### config.mk
export PLATFORM = sky130hd
export DESIGN_NAME = sar_seq_top
export DESIGN_NICKNAME = d
export VERILOG_FILES = /design/src/rtl/sar_pkg.sv /design/src/rtl/sar_prescaler.sv /design/src/rtl/sar_trial.sv /design/src/rtl/sar_sequencer.sv /design/src/rtl/sar_seq_top.sv
export SDC_FILE = /design/constraint.sdc
export NUM_CORES = 1
export LEC_CHECK = 0
export CORE_MARGIN = 5
export CORE_UTILIZATION = 64
export CTS_CLUSTER_SIZE = 10
export DETAILED_ROUTE_END_ITERATION = 8
export DONT_BUFFER_PORTS = 1
export GPL_TIMING_DRIVEN = 0
export MAX_ROUTING_LAYER = met4
export PLACE_DENSITY = 0.8
export SYNTH_ARGS = -nofsm -noshare
export SYNTH_HDL_FRONTEND = slang
export SYNTH_HIERARCHICAL = 1
export SYNTH_SLANG_ARGS = --single-unit
### constraint.sdc
create_clock -name clk -period 3.3 [get_ports clk]
set_input_delay 0.66 -clock clk [delete_from_list [all_inputs] [get_ports clk]]
set_output_delay 0.66 -clock clk [all_outputs]
set_load 0.02 [all_outputs]
### src/rtl/sar_pkg.sv
package sar_pkg;

    typedef enum logic [2:0] {
        ST_IDLE,
        ST_ALIGN,
        ST_ACQUIRE,
        ST_TRIAL,
        ST_WRAP
    } seq_state_t;

endpackage

### src/rtl/sar_prescaler.sv
module sar_prescaler #(
    parameter int PSEL_W = 3
) (
    input  logic              clk,
    input  logic              rst_n,
    input  logic              en,
    input  logic [PSEL_W-1:0] sel,
    output logic              rise_tick,
    output logic              fall_tick,
    output logic              clk_level
);
    localparam int CNT_W = (2 ** PSEL_W) - 1;

    logic [CNT_W-1:0] cnt_q;
    logic [CNT_W:0]   div_v;
    logic [CNT_W:0]   half_v;
    logic [CNT_W:0]   cnt_ext;

    always_comb begin
        if (sel == '0) div_v = (CNT_W+1)'(2);
        else           div_v = (CNT_W+1)'(1) << sel;
        half_v  = div_v >> 1;
        cnt_ext = {1'b0, cnt_q};
    end

    assign rise_tick = en && (cnt_ext >= div_v - 1'b1);
    assign fall_tick = en && (cnt_ext == half_v - 1'b1);
    assign clk_level = en && (cnt_ext < half_v);

    always_ff @(posedge clk or negedge rst_n) begin
        if (!rst_n)         cnt_q <= '0;
        else if (!en)       cnt_q <= '0;
        else if (rise_tick) cnt_q <= '0;
        else                cnt_q <= cnt_q + 1'b1;
    end

    p_cnt_held_r1: assert property (@(posedge clk) disable iff (!rst_n)
        !en |=> (cnt_q == '0));

endmodule

### src/rtl/sar_trial.sv
module sar_trial #(
    parameter int RES_W = 10
) (
    input  logic             clk,
    input  logic             rst_n,
    input  logic             abort,
    input  logic             load,
    input  logic             decide,
    input  logic             capture,
    input  logic             cmp_in,
    output logic             last,
    output logic [RES_W-1:0] code,
    output logic [RES_W-1:0] result
);
    localparam int PTR_W = $clog2(RES_W);
    localparam logic [PTR_W-1:0] TOP_BIT = PTR_W'(RES_W - 1);

    logic [RES_W-1:0] code_q;
    logic [RES_W-1:0] result_q;
    logic [PTR_W-1:0] ptr_q;

    always_ff @(posedge clk or negedge rst_n) begin
        if (!rst_n) begin
            code_q   <= '0;
            ptr_q    <= '0;
            result_q <= '0;
        end else if (abort) begin
            code_q <= '0;
            ptr_q  <= '0;
        end else begin
            if (load) begin
                code_q        <= '0;
                code_q[TOP_BIT] <= 1'b1;
                ptr_q         <= TOP_BIT;
            end else if (decide) begin
                code_q[ptr_q] <= cmp_in;
                if (ptr_q != '0) begin
                    code_q[ptr_q - 1'b1] <= 1'b1;
                    ptr_q <= ptr_q - 1'b1;
                end
            end
            if (capture) result_q <= code_q;
        end
    end

    assign last   = (ptr_q == '0);
    assign code   = code_q;
    assign result = result_q;

    p_trial_keep_r6: assert property (@(posedge clk) disable iff (!rst_n)
        decide |=> (code_q[$past(ptr_q)] == $past(cmp_in)));

    p_result_hold_r7: assert property (@(posedge clk) disable iff (!rst_n)
        !capture |=> $stable(result_q));

endmodule

### src/rtl/sar_sequencer.sv
module sar_sequencer
    import sar_pkg::*;
#(
    parameter int NORM_SAMPLE  = 1,
    parameter int FIRST_SAMPLE = 13
) (
    input  logic clk,
    input  logic rst_n,
    input  logic en,
    input  logic start_set,
    input  logic flag_clr,
    input  logic rise_tick,
    input  logic fall_tick,
    input  logic trial_last,
    output logic trial_load,
    output logic trial_decide,
    output logic capture,
    output logic sample_strobe,
    output logic busy,
    output logic done_flag
);
    localparam int CYC_W = $clog2(FIRST_SAMPLE + 16);

    seq_state_t state_q, state_d;
    logic [CYC_W-1:0] cyc_q;
    logic [CYC_W-1:0] samp_idx;
    logic first_q, busy_q, flag_q, strobe_q;
    logic strobe_now, done_now;

    assign samp_idx = first_q ? CYC_W'(FIRST_SAMPLE) : CYC_W'(NORM_SAMPLE);

    always_comb begin
        state_d = state_q;
        unique case (state_q)
            ST_IDLE:    if (busy_q) state_d = rise_tick ? ST_ACQUIRE : ST_ALIGN;
            ST_ALIGN:   if (rise_tick) state_d = ST_ACQUIRE;
            ST_ACQUIRE: if (fall_tick && cyc_q == samp_idx) state_d = ST_TRIAL;
            ST_TRIAL:   if (trial_decide && trial_last) state_d = ST_WRAP;
            ST_WRAP:    if (rise_tick) state_d = ST_IDLE;
            default:    state_d = ST_IDLE;
        endcase
        if (!en) state_d = ST_IDLE;
    end

    always_ff @(posedge clk or negedge rst_n) begin
        if (!rst_n) state_q <= ST_IDLE;
        else        state_q <= state_d;
    end

    always_comb begin
        strobe_now   = en && state_q == ST_ACQUIRE && fall_tick && cyc_q == samp_idx;
        trial_decide = en && state_q == ST_TRIAL && rise_tick && cyc_q >= samp_idx + 1'b1;
        done_now     = en && state_q == ST_WRAP && rise_tick;
        trial_load   = strobe_now;
        capture      = done_now;
    end

    always_ff @(posedge clk or negedge rst_n) begin
        if (!rst_n) begin
            cyc_q    <= '0;
            first_q  <= 1'b1;
            busy_q   <= 1'b0;
            flag_q   <= 1'b0;
            strobe_q <= 1'b0;
        end else begin
            strobe_q <= strobe_now;
            if (done_now)      flag_q <= 1'b1;
            else if (flag_clr) flag_q <= 1'b0;
            if (!en) begin
                busy_q  <= 1'b0;
                first_q <= 1'b1;
                cyc_q   <= '0;
            end else begin
                if (done_now)       busy_q <= 1'b0;
                else if (start_set) busy_q <= 1'b1;
                if (done_now) first_q <= 1'b0;
                if (state_q == ST_IDLE || state_q == ST_ALIGN) cyc_q <= '0;
                else if (rise_tick)                            cyc_q <= cyc_q + 1'b1;
            end
        end
    end

    assign sample_strobe = strobe_q;
    assign busy          = busy_q;
    assign done_flag     = flag_q;

    p_done_busy_r7: assert property (@(posedge clk) disable iff (!rst_n)
        done_now |=> (flag_q && !busy_q));

    p_flag_clr_r8: assert property (@(posedge clk) disable iff (!rst_n)
        (flag_clr && !done_now) |=> !flag_q);

    p_dis_no_busy_r9: assert property (@(posedge clk) disable iff (!rst_n)
        !en |=> !busy_q);

    p_first_rearm_r10: assert property (@(posedge clk) disable iff (!rst_n)
        !en |=> (first_q && state_q == ST_IDLE));

endmodule

### src/rtl/sar_seq_top.sv
module sar_seq_top #(
    parameter int RES_W        = 10,
    parameter int PSEL_W       = 3,
    parameter int NORM_SAMPLE  = 1,
    parameter int FIRST_SAMPLE = 13
) (
    input  logic              clk,
    input  logic              rst_n,
    input  logic              en,
    input  logic              start_set,
    input  logic              flag_clr,
    input  logic [PSEL_W-1:0] prescale_sel,
    input  logic              cmp_in,
    output logic              adc_clk,
    output logic              sample_strobe,
    output logic [RES_W-1:0]  dac_code,
    output logic [RES_W-1:0]  result,
    output logic              busy,
    output logic              done_flag
);
    logic rise_tick, fall_tick;
    logic trial_load, trial_decide, trial_last, capture;

    sar_prescaler #(.PSEL_W(PSEL_W)) u_presc (
        .clk       (clk),
        .rst_n     (rst_n),
        .en        (en),
        .sel       (prescale_sel),
        .rise_tick (rise_tick),
        .fall_tick (fall_tick),
        .clk_level (adc_clk)
    );

    sar_sequencer #(.NORM_SAMPLE(NORM_SAMPLE), .FIRST_SAMPLE(FIRST_SAMPLE)) u_seq (
        .clk           (clk),
        .rst_n         (rst_n),
        .en            (en),
        .start_set     (start_set),
        .flag_clr      (flag_clr),
        .rise_tick     (rise_tick),
        .fall_tick     (fall_tick),
        .trial_last    (trial_last),
        .trial_load    (trial_load),
        .trial_decide  (trial_decide),
        .capture       (capture),
        .sample_strobe (sample_strobe),
        .busy          (busy),
        .done_flag     (done_flag)
    );

    sar_trial #(.RES_W(RES_W)) u_trial (
        .clk     (clk),
        .rst_n   (rst_n),
        .abort   (!en),
        .load    (trial_load),
        .decide  (trial_decide),
        .capture (capture),
        .cmp_in  (cmp_in),
        .last    (trial_last),
        .code    (dac_code),
        .result  (result)
    );

    p_strobe_on_fall_r5: assert property (@(posedge clk) disable iff (!rst_n)
        sample_strobe |-> (!adc_clk && $past(adc_clk)));

    p_strobe_single_r5: assert property (@(posedge clk) disable iff (!rst_n)
        sample_strobe |=> !sample_strobe);

endmodule

; ---- Yosys cells after proc, flatten, opt, wreduce, memory -nomap -nowiden
; Cells that the tools add are included.
[op_classes]
n_eq_ne = 16
n_mux = 35
addsub = 6
bitwise_logic = 1
shift = 1
reduce_logical = 24
n_lt_le_gt_ge = 7
[op_table]
columns = cell, count
row1 = $mux 10, 4
row2 = $mux 4, 5
row3 = $mux 3, 6
row4 = $logic_and 1x1->1, 15
row5 = $mux 5, 3
row6 = $ne 3x2->1 const B, 5
row7 = $pmux 3 s5, 1
row8 = $mux 7, 2
row9 = $ne 3x1->1 const B, 4
row10 = $add 5x1->5 const B, 2
row11 = $bwmux 10, 1
row12 = $lt 4x5->1 const B, 2
row13 = $or 10x10->10, 1
row14 = $mux 1, 9
row15 = $demux 1 s4, 2
row16 = $eq 7x8->1, 1
row17 = $ge 4x1->1 const B, 2
row18 = $ge 7x8->1, 1
row19 = $mux 8, 1
row20 = $shl 1x3->8 const A, 1
row21 = $sub 7x1->8 const B, 1
row22 = $sub 8x1->8 const B, 1
row23 = $add 7x1->7 const B, 1
row24 = $lt 7x7->1, 1
row25 = 15 further kinds, 18
[word_totals]
ff_bits = 43
input_bits = 9
word_cells = 100
out_inout_bits = 24

; ---- Longest topological paths before layout
; Gate-level depths: netlist (run 1).
[logic_depth]
word_depth = 11
depth_mapped = 17
mapped_depth_nobuf = 13

; ---- By module
; Netlist (run 1), hierarchy kept.
[by_module_without_submodules]
columns = module, area_each_um2, seq_area_each_um2, n_inst, cells_each
row1 = sar_trial, 1456.4, 600.6, 1, 147
row2 = sar_prescaler, 782.0, 175.2, 1, 87
row3 = sar_sequencer, 689.4, 301.5, 1, 68
row4 = sar_seq_top, 3.8, 0.0, 1, 1

; ---- Least setup slack after synthesis (run 1)
; No wires, ideal clock.
[synth_path]
path_type = input to register
start = input prescale_sel[1]
end = register u_trial.ptr_q[3]
slack_ns = -0.211
path_stages = 16
setup_ns = 0.123
n_path_buf = 3
t_arrival_ns = 3.387
t_required_ns = 3.177
path_cell_list = buf_2 -> nor2_1 -> inv_1 -> ha_1 -> ha_1 -> o211ai_1 -> o21ai_0 -> and4_1 -> buf_4 -> nand2_1 -> a211oi_1 -> clkbuf_1 -> nor4b_1 -> o21ai_0 -> o21ai_0 -> a21oi_1
[synth_between]
elab_chain_len = 9
elab_cells_between_ends = 18
cone_classes = 2 x add/sub / 1 x order compare / 3 x eq/ne / 1 x shift / 3 x mux / 8 x reduce/logical
[synth_lines]
columns = element, line
row1 = start: declaration, sar_seq_top.sv:12  ; input logic [PSEL_W-1:0] prescale_sel,
row2 = $logic_not 3->1 / $shl 1x3->8 (equally long branches), "sar_prescaler.sv:20, sar_prescaler.sv:21"
row3 = $mux 8 (*), sar_prescaler.sv:20  ; if (sel == '0) div_v = (CNT_W+1)'(2);
row4 = $sub 8x1->8 (*), sar_prescaler.sv:26  ; assign rise_tick = en && (cnt_ext >= div_v - 1'b1);
row5 = $ge 7x8->1 (*), sar_prescaler.sv:26
row6 = $logic_and 1x1->1 (*), sar_prescaler.sv:26
row7 = net rise_tick, sar_seq_top.sv:21  ; logic rise_tick, fall_tick;
row8 = $logic_and 1x1->1 (*) (2 in series), sar_sequencer.sv:52  ; trial_decide = en && state_q == ST_TRIAL && rise_tick && cyc_q >= samp_idx + 1'b1;
row9 = net trial_decide, sar_seq_top.sv:22  ; logic trial_load, trial_decide, trial_last, capture;
row10 = $ne 3x1->1 (no line) (*), n/a
row11 = $reduce_and 2->1 (no line) (*), n/a
row12 = end signal: assignment, sar_trial.sv:39  ; ptr_q <= ptr_q - 1'b1;
row13 = end: declaration, sar_trial.sv:20  ; logic [PTR_W-1:0] ptr_q;
; Mark *: on every way through the listed nets, which the timed path passes. The rest lies on a longest branch.
; A chain may end at the register's enable or synchronous reset.

; ---- Worst setup path in the final report (run 1)
[layout_path]
start = input prescale_sel[1]
end = register u_trial.code_q[1] (netlist: u_trial/code[1])
[layout_between]
elab_cells_between_ends = 16
cone_classes = 2 x add/sub / 1 x order compare / 2 x eq/ne / 1 x shift / 3 x mux / 7 x reduce/logical
[layout_rtl]
columns = element, line
row1 = $logic_not 3->1 / $shl 1x3->8 (equally long branches), "sar_prescaler.sv:20, sar_prescaler.sv:21"
row2 = $mux 8 (*), sar_prescaler.sv:20
row3 = $sub 8x1->8 (*), sar_prescaler.sv:26
row4 = $ge 7x8->1 (*), sar_prescaler.sv:26
row5 = $logic_and 1x1->1 (*), sar_prescaler.sv:26
row6 = net rise_tick, sar_seq_top.sv:21
row7 = $logic_and 1x1->1 (*) (2 in series), sar_sequencer.sv:52
row8 = net trial_decide, sar_seq_top.sv:22
row9 = $ne 3x1->1 (no line) (*), n/a
row10 = end signal: indexed assignment, sar_trial.sv:36  ; code_q[ptr_q] <= cmp_in;
row11 = end: declaration, sar_trial.sv:18  ; logic [RES_W-1:0] code_q;
; Marked as above.

==> results.ini, run 1 <==
[power]
max-vdd-ir-drop_v = 0.000196
total_power_mw = 1.03
powerDensity_nw_per_um2 = 319
power_leakage_nw = 1.43

[cts]
htree_num_levels = 2
clock_path_buffers = 2
clk_root_buffer_cell = sky130_fd_sc_hd__clkbuf_8
holdBufCountCts = 0
numCtsBuffers = 5
clock_sinks = 43
cts_tree = yes
cts.clk_slew.worst_paths_ns = 0.07
clk-insertion-delay-late_ns = 0.30

[floorplanning]
die-area_um2 = 6030
floorplan.initialDensity_pct = 66.4
core_area_um2 = 4410
die_h_um = 77.7
placement_rows = 24
pin_count = 33
die_w_um = 77.7

[route]
met2_length_um = 3130
routedWlPerCell_um = 16.9
vias = 2304
vias_per_cell = 6.30
antenna_left = 0
top_layer = met4
drc = 0
drt-total-wl_um = 6180
drt_first_iter_violations = 296
routedLengthMet1_um = 2680
drt-pass1-iter-count = 4
met3_wirelength_um = 301

[layout]
most-common-layout-cells = sky130_fd_sc_hd__dfrtp_1, sky130_fd_sc_hd__nor2_1, sky130_fd_sc_hd__ha_1
final_layout_size_suffix_gt1_share_pct = 19.4
insertedDiodeCount = 0
finish.instance_area_um2 = 3220
utilization_pct = 72.8
layout.cells.most_common = sky130_fd_sc_hd__dfrtp_1
layout.filler_cells = 325
syn2layout_area_growth_pct = 9.69
stdcell_count = 366
design.final.nets = 348

[sta]
max_slew_margin_pct = 56.1
min_period_ns = 3.09
layout_setup_ws_ns = 0.211
actual_transition_at_the_worst_max_transition_pin_ns = 0.652
timing.final.setup_violations = 0
finalCritPeriodShare_pct = 93.6
clock.fmax_mhz = 324
final-hold-violation-count = 0
clock_skew_ns = 0.00439
final_max_slew_viol_count = 0

[grt]
grt_antenna_before_repair = 0
grt_pass1_vias = 2296
grt_remaining_overflow = 0
grt_max_degree = 44
track_usage_pct = 22.1
global_route_wire_length_before_repair_um = 10700

[critical_path]
critPathRequiredTime_ns = 3.49
worst_path_arrival_ns = 3.28
end_kind = flop
critPathMaxFanout = 10
crit_type = input pin to flop
crit_path_start_kind = input pin

[synth]
area_contributors_post_synth = sky130_fd_sc_hd__dfrtp_1, sky130_fd_sc_hd__ha_1, sky130_fd_sc_hd__mux2_2
postSynth.topFlopCell = sky130_fd_sc_hd__dfrtp_1
synth_enable_flop_cells = 0
synth_seq_area_share_pct = 36.7
synth_area_per_cell_um2 = 9.68
netlist.top_cell.by_area = sky130_fd_sc_hd__dfrtp_1
syn-cell-area_um2 = 2930
synth.ff_latch_count = 43
yosysWarnings = 6
ys_async_sr_fraction_pct = 100
synthCells = 303
post_synth_num_cell_types = 60
synth_top_cell_area_share_pct = 35.9
synth.net_count = 338

[placed_design]
dp_cells = 355
io_buffers = 0
place.detailed.hpwl_um = 4490
dpl_worst_slack_ns = -0.468
post_dp_cell_area_um2 = 3010
gpl.final_weighted_congestion = 0.935

[job]
cap_viol_max_count = 0

[status]
outcome = completed

[worst_hold_path]
min-delay-path-class = input pin to asynchronous set/reset pin

==> flip-flops by register name, indices dropped and copies added, names as in the netlist, 3 cells and up <==
signal / count
u_trial/code: 10
u_trial/result: 10
u_presc/cnt_q: 7
u_seq/cyc_q: 5
u_trial/ptr_q: 4
u_seq/state_q: 3
==> cell type report <==
| class | instances | area, um2 | area share [%] |
|---|---|---|---|
| Clock inverter | 1 | 30.0 | 0.934 |
| Inverter | 15 | 56.3 | 1.75 |
| Timing Repair Buffer | 4 | 30.0 | 0.934 |
| Multi-Input combinational cell | 230 | 1780 | 55.3 |
| Clock buffer | 7 | 76.3 | 2.37 |
| Buffer | 14 | 101 | 3.15 |
| Tap cell | 52 | 65.1 | 2.02 |
| Sequential cell | 43 | 1080 | 33.5 |
==> layer usage <==
metal / vias up / track usage (%)
li1: 1113 / -
met1: 1127 / 26.3
met2: 57 / 37.0
met3: 7 / 5.21
met4: 0 / 7.22
met5: - / -
==> report_power, final <==
group          internal [mW]  switching [mW]
registers              0.532         0.00876
clock network          0.226           0.172
logic                 0.0383          0.0480
total                  0.797           0.229
==> through the flow <==
step                hold WS (ns)  TNS (ns)
finish                    0.0488         0
global route              0.0256   -0.0190
CTS                       0.0406         0
detailed placement         0.366     -7.37
global placement           0.366     -6.68
floorplan                  0.364         0
==> Yosys cell counts (7+ instances only) <==
cell                       n
sky130_fd_sc_hd__a21oi_1   9
sky130_fd_sc_hd__a31oi_1   7
sky130_fd_sc_hd__buf_2     7
sky130_fd_sc_hd__dfrtp_1  42
sky130_fd_sc_hd__ha_1     26
sky130_fd_sc_hd__inv_1    14
sky130_fd_sc_hd__mux2_2   11
sky130_fd_sc_hd__mux2i_1   8
sky130_fd_sc_hd__nand2_1  15
sky130_fd_sc_hd__nor2_1   26
sky130_fd_sc_hd__o21ai_0  21
sky130_fd_sc_hd__xnor2_1   9
==> critical path, cell delays in order <==
cell	delay (ns)
sky130_fd_sc_hd__buf_2	0.16
sky130_fd_sc_hd__nor2_4	0.14
sky130_fd_sc_hd__inv_1	0.08
sky130_fd_sc_hd__ha_4	0.25
sky130_fd_sc_hd__ha_1	0.27
sky130_fd_sc_hd__o211ai_1	0.09
sky130_fd_sc_hd__o21ai_2	0.18
sky130_fd_sc_hd__and4_4	0.28
sky130_fd_sc_hd__nand2_1	0.10
sky130_fd_sc_hd__a211oi_4	0.31
sky130_fd_sc_hd__nor4b_4	0.31
sky130_fd_sc_hd__nand2_1	0.11
sky130_fd_sc_hd__o211ai_1	0.23
sky130_fd_sc_hd__a21oi_2	0.08
==> worst paths after layout <==
kind,slack (ns),cells after the start,to,start
worst max-delay path,0.21,14,u_trial/code[1],prescale_sel[1]
worst min-delay path,0.05,0,u_trial/result[0],rst_n
worst max register to register,0.51,9,u_trial/code[9],u_presc/cnt_q[0]
worst min register to register,0.52,1,u_presc/cnt_q[0],u_presc/cnt_q[0]
max in group asynchronous,3.07,0,u_seq/first_q,rst_n
min in group clk,0.43,1,u_seq/first_q,en
==> cell families after synthesis <==
group / count (synthesis) / share of synthesized area, %
flops: 43 / 36.7
compound gates: 68 / 15.7
buf+inv: 30 / 5.16
simple gates: 102 / 19.9
mux: 19 / 6.96
fa+ha+maj: 26 / 11.1
xor+xnor: 15 / 4.48
==> repair_timing <==
action	4_1_cts	5_1_grt
pin swaps	1	6
setup buffers	0	4
setup endpoints to repair	13	23
gates resized for setup	6	9
Power figures use the tool's default switching activity.
==> run 2, diff against run 1 <==
==> constraint.sdc (replaced) <==
create_clock -name clk -period 3.3 [get_ports clk]
set_input_delay 0.66 -clock clk [delete_from_list [all_inputs] [get_ports clk]]
set_output_delay 0.66 -clock clk [all_outputs]
set_load 0.05 [all_outputs]
==> results.ini, run 2 (synthesis gave the netlist of run 1 again) <==
[grt]
gr-usage-met1_pct = 27.1  ; +0.80 points
global_route_met3_usage_pct = 4.63  ; -0.58 points
globalRoute.busiestLayer = met2
grt_antenna_before_repair = 0  ; unchanged
global_route_wire_length_before_repair_um = 10400  ; -2.7%
grt_max_degree = 44  ; unchanged
grt_remaining_overflow = 0  ; unchanged
grt_use_met2_pct = 34.1  ; -2.8 points
grt_pass1_vias = 2298  ; +0.087%
track_usage_pct = 21.4  ; -0.73 points

[cts]
clock_path_buffers = 2  ; unchanged
cts_tree = yes
clk-insertion-delay-late_ns = 0.29  ; about the same
cts.clk_slew.worst_paths_ns = 0.08  ; about the same
clk_root_buffer_cell = sky130_fd_sc_hd__clkbuf_8
clock_sinks = 43  ; unchanged
htree_num_levels = 2  ; unchanged
numCtsBuffers = 5  ; unchanged

[placed_design]
post_dp_cell_area_um2 = 3010  ; -0.21%
place.detailed.hpwl_um = 4380  ; -2.6%
gpl.final_weighted_congestion = 0.923  ; -1.2%
dp_cells = 355  ; unchanged
io_buffers = 0  ; unchanged

[layout]
layout.cells.most_common = sky130_fd_sc_hd__dfrtp_1
syn2layout_area_growth_pct = 9.94
stdcell_count = 367  ; +0.27%
final_layout_size_suffix_gt1_share_pct = 19.4  ; -0.062 points
design.final.nets = 349  ; +0.29%
finish.instance_area_um2 = 3220  ; +0.23%
insertedDiodeCount = 0  ; unchanged
most-common-layout-cells = sky130_fd_sc_hd__dfrtp_1, sky130_fd_sc_hd__nor2_1, sky130_fd_sc_hd__ha_1

[sta]
clock.fmax_mhz = 314  ; -2.9%
finalCritPeriodShare_pct = 96.4  ; +2.8 points
clock_skew_ns = 0.00599  ; +0.00160 ns
final_max_slew_viol_count = 0  ; unchanged
min_period_ns = 3.18  ; +0.0933 ns
final-hold-violation-count = 0  ; unchanged
timing.final.setup_violations = 0  ; unchanged
max_slew_margin_pct = 35.5  ; -21 points
actual_transition_at_the_worst_max_transition_pin_ns = 0.961  ; +0.309 ns

[critical_path]
critPathMaxFanout = 10  ; unchanged
critPathSlowestCell = sky130_fd_sc_hd__a2111oi_0
r2r_startpoint = u_presc/cnt_q[4]
crit_type = input pin to flop
rr_endpoint = u_trial/result[8]
crit_path_start_kind = input pin
critPathRequiredTime_ns = 3.48  ; about the same
end_kind = flop
slowest_delay_ns = 0.48  ; +0.17 ns
timing.critical_path.mode_cell = sky130_fd_sc_hd__clkbuf_4
worst_path_arrival_ns = 3.36  ; +0.08 ns
ff2ff_setup_slack_ns = 0.34  ; -0.17 ns
critical_path.cell_chain = clkbuf_4, o21ai_1, ha_1, a2111oi_0, o21ai_2, and4_4, buf_4, and3_1, and2_1, nand2b_1, clkbuf_4, mux2_2
reg2regPathDepth = 10  ; +1

[power]
power_leakage_nw = 1.44  ; +0.55%
max-vdd-ir-drop_v = 0.000248  ; +26%
total_power_mw = 1.03  ; +0.52%
powerDensity_nw_per_um2 = 320  ; +0.28%

[route]
routedWlPerCell_um = 16.7  ; -0.98%
drt-pass1-iter-count = 4  ; unchanged
drt-total-wl_um = 6140  ; -0.71%
vias_per_cell = 6.21  ; -1.3%
drc = 0  ; unchanged
drt_first_iter_violations = 163  ; -45%
vias = 2280  ; -1.0%
antenna_left = 0  ; unchanged

[worst_hold_path]
min-delay-path-class = input pin to asynchronous set/reset pin

[floorplanning]
pin_count = 33  ; unchanged
die-area_um2 = 6030  ; unchanged
die_w_um = 77.7  ; unchanged
die_h_um = 77.7  ; unchanged
core_area_um2 = 4410  ; unchanged
floorplan.initialDensity_pct = 66.4  ; unchanged
placement_rows = 24  ; unchanged

[status]
outcome = completed

[job]
cap_viol_max_count = 0  ; unchanged

run 2: critical path: cells and delay by family:
family | cells | cell delay, ns
AO/OA/AOI/OAI | 3 | 0.85
adder cells (fa/ha/maj) | 1 | 0.29
buffers and inverters | 3 | 0.55
multiplexers | 1 | 0.36
AND/OR/NAND/NOR | 4 | 0.66
run 2: worst max path at each step:
stage,from,endpoint
CTS,prescale_sel[2],u_trial/code[0]
global placement,prescale_sel[1],u_trial/ptr_q[3]
detailed placement,prescale_sel[2],u_trial/ptr_q[3]
floorplan,prescale_sel[2],u_trial/ptr_q[3]
finish,prescale_sel[1],u_trial/result[8]
global route,prescale_sel[1],u_trial/code[0]
run 2: metrics by stage:
step	utilization [%]	hold WS, ns	worst slack (ns)	TNS [ns]
final	73.0	0.0534	0.117	0
after global placement	68.1	0.366	-0.422	-6.64
after detailed placement	68.1	0.366	-0.472	-7.34
after CTS	71.6	0.0438	0.000472	0
after floorplan	-	0.364	0.000975	0
after global routing	73.0	0.0220	-0.0369	-0.0369
run 2: cell type report:
class | count | area (um2)
buffer | 14 | 105
clock buffer | 7 | 76.3
clock inverter | 1 | 30.0
fill | 334 | 1190
inverter | 15 | 56.3
multi-input combinational | 230 | 1780
sequential | 43 | 1080
tap | 52 | 65.1
timing repair buffer | 5 | 37.5
run 2: routing by layer:
layer | part of all wire (%) | wire (um)
met5 | 0 | 0
met4 | 1.6 | 97
met3 | 4.3 | 261
met2 | 50 | 3040
met1 | 45 | 2740
run 2: where the power goes:
part | switching [mW] | internal [mW] | leakage, nW | total, mW
Sequential | 0.0111 | 0.532 | 0.593 | 0.543
Combinational | 0.0535 | 0.0386 | 0.791 | 0.0921
Clock | 0.170 | 0.226 | 0.0524 | 0.396
Total | 0.234 | 0.797 | 1.44 | 1.03
run 2: repair_timing:
action	4_1_cts	5_1_grt
cloned	0	1
buffers inserted	1	3
endpoints found under the hold margin	0	0
gates resized for setup	7	12
endpoints found under the setup margin	13	23
hold buffers	0	0
pin swaps	1	6
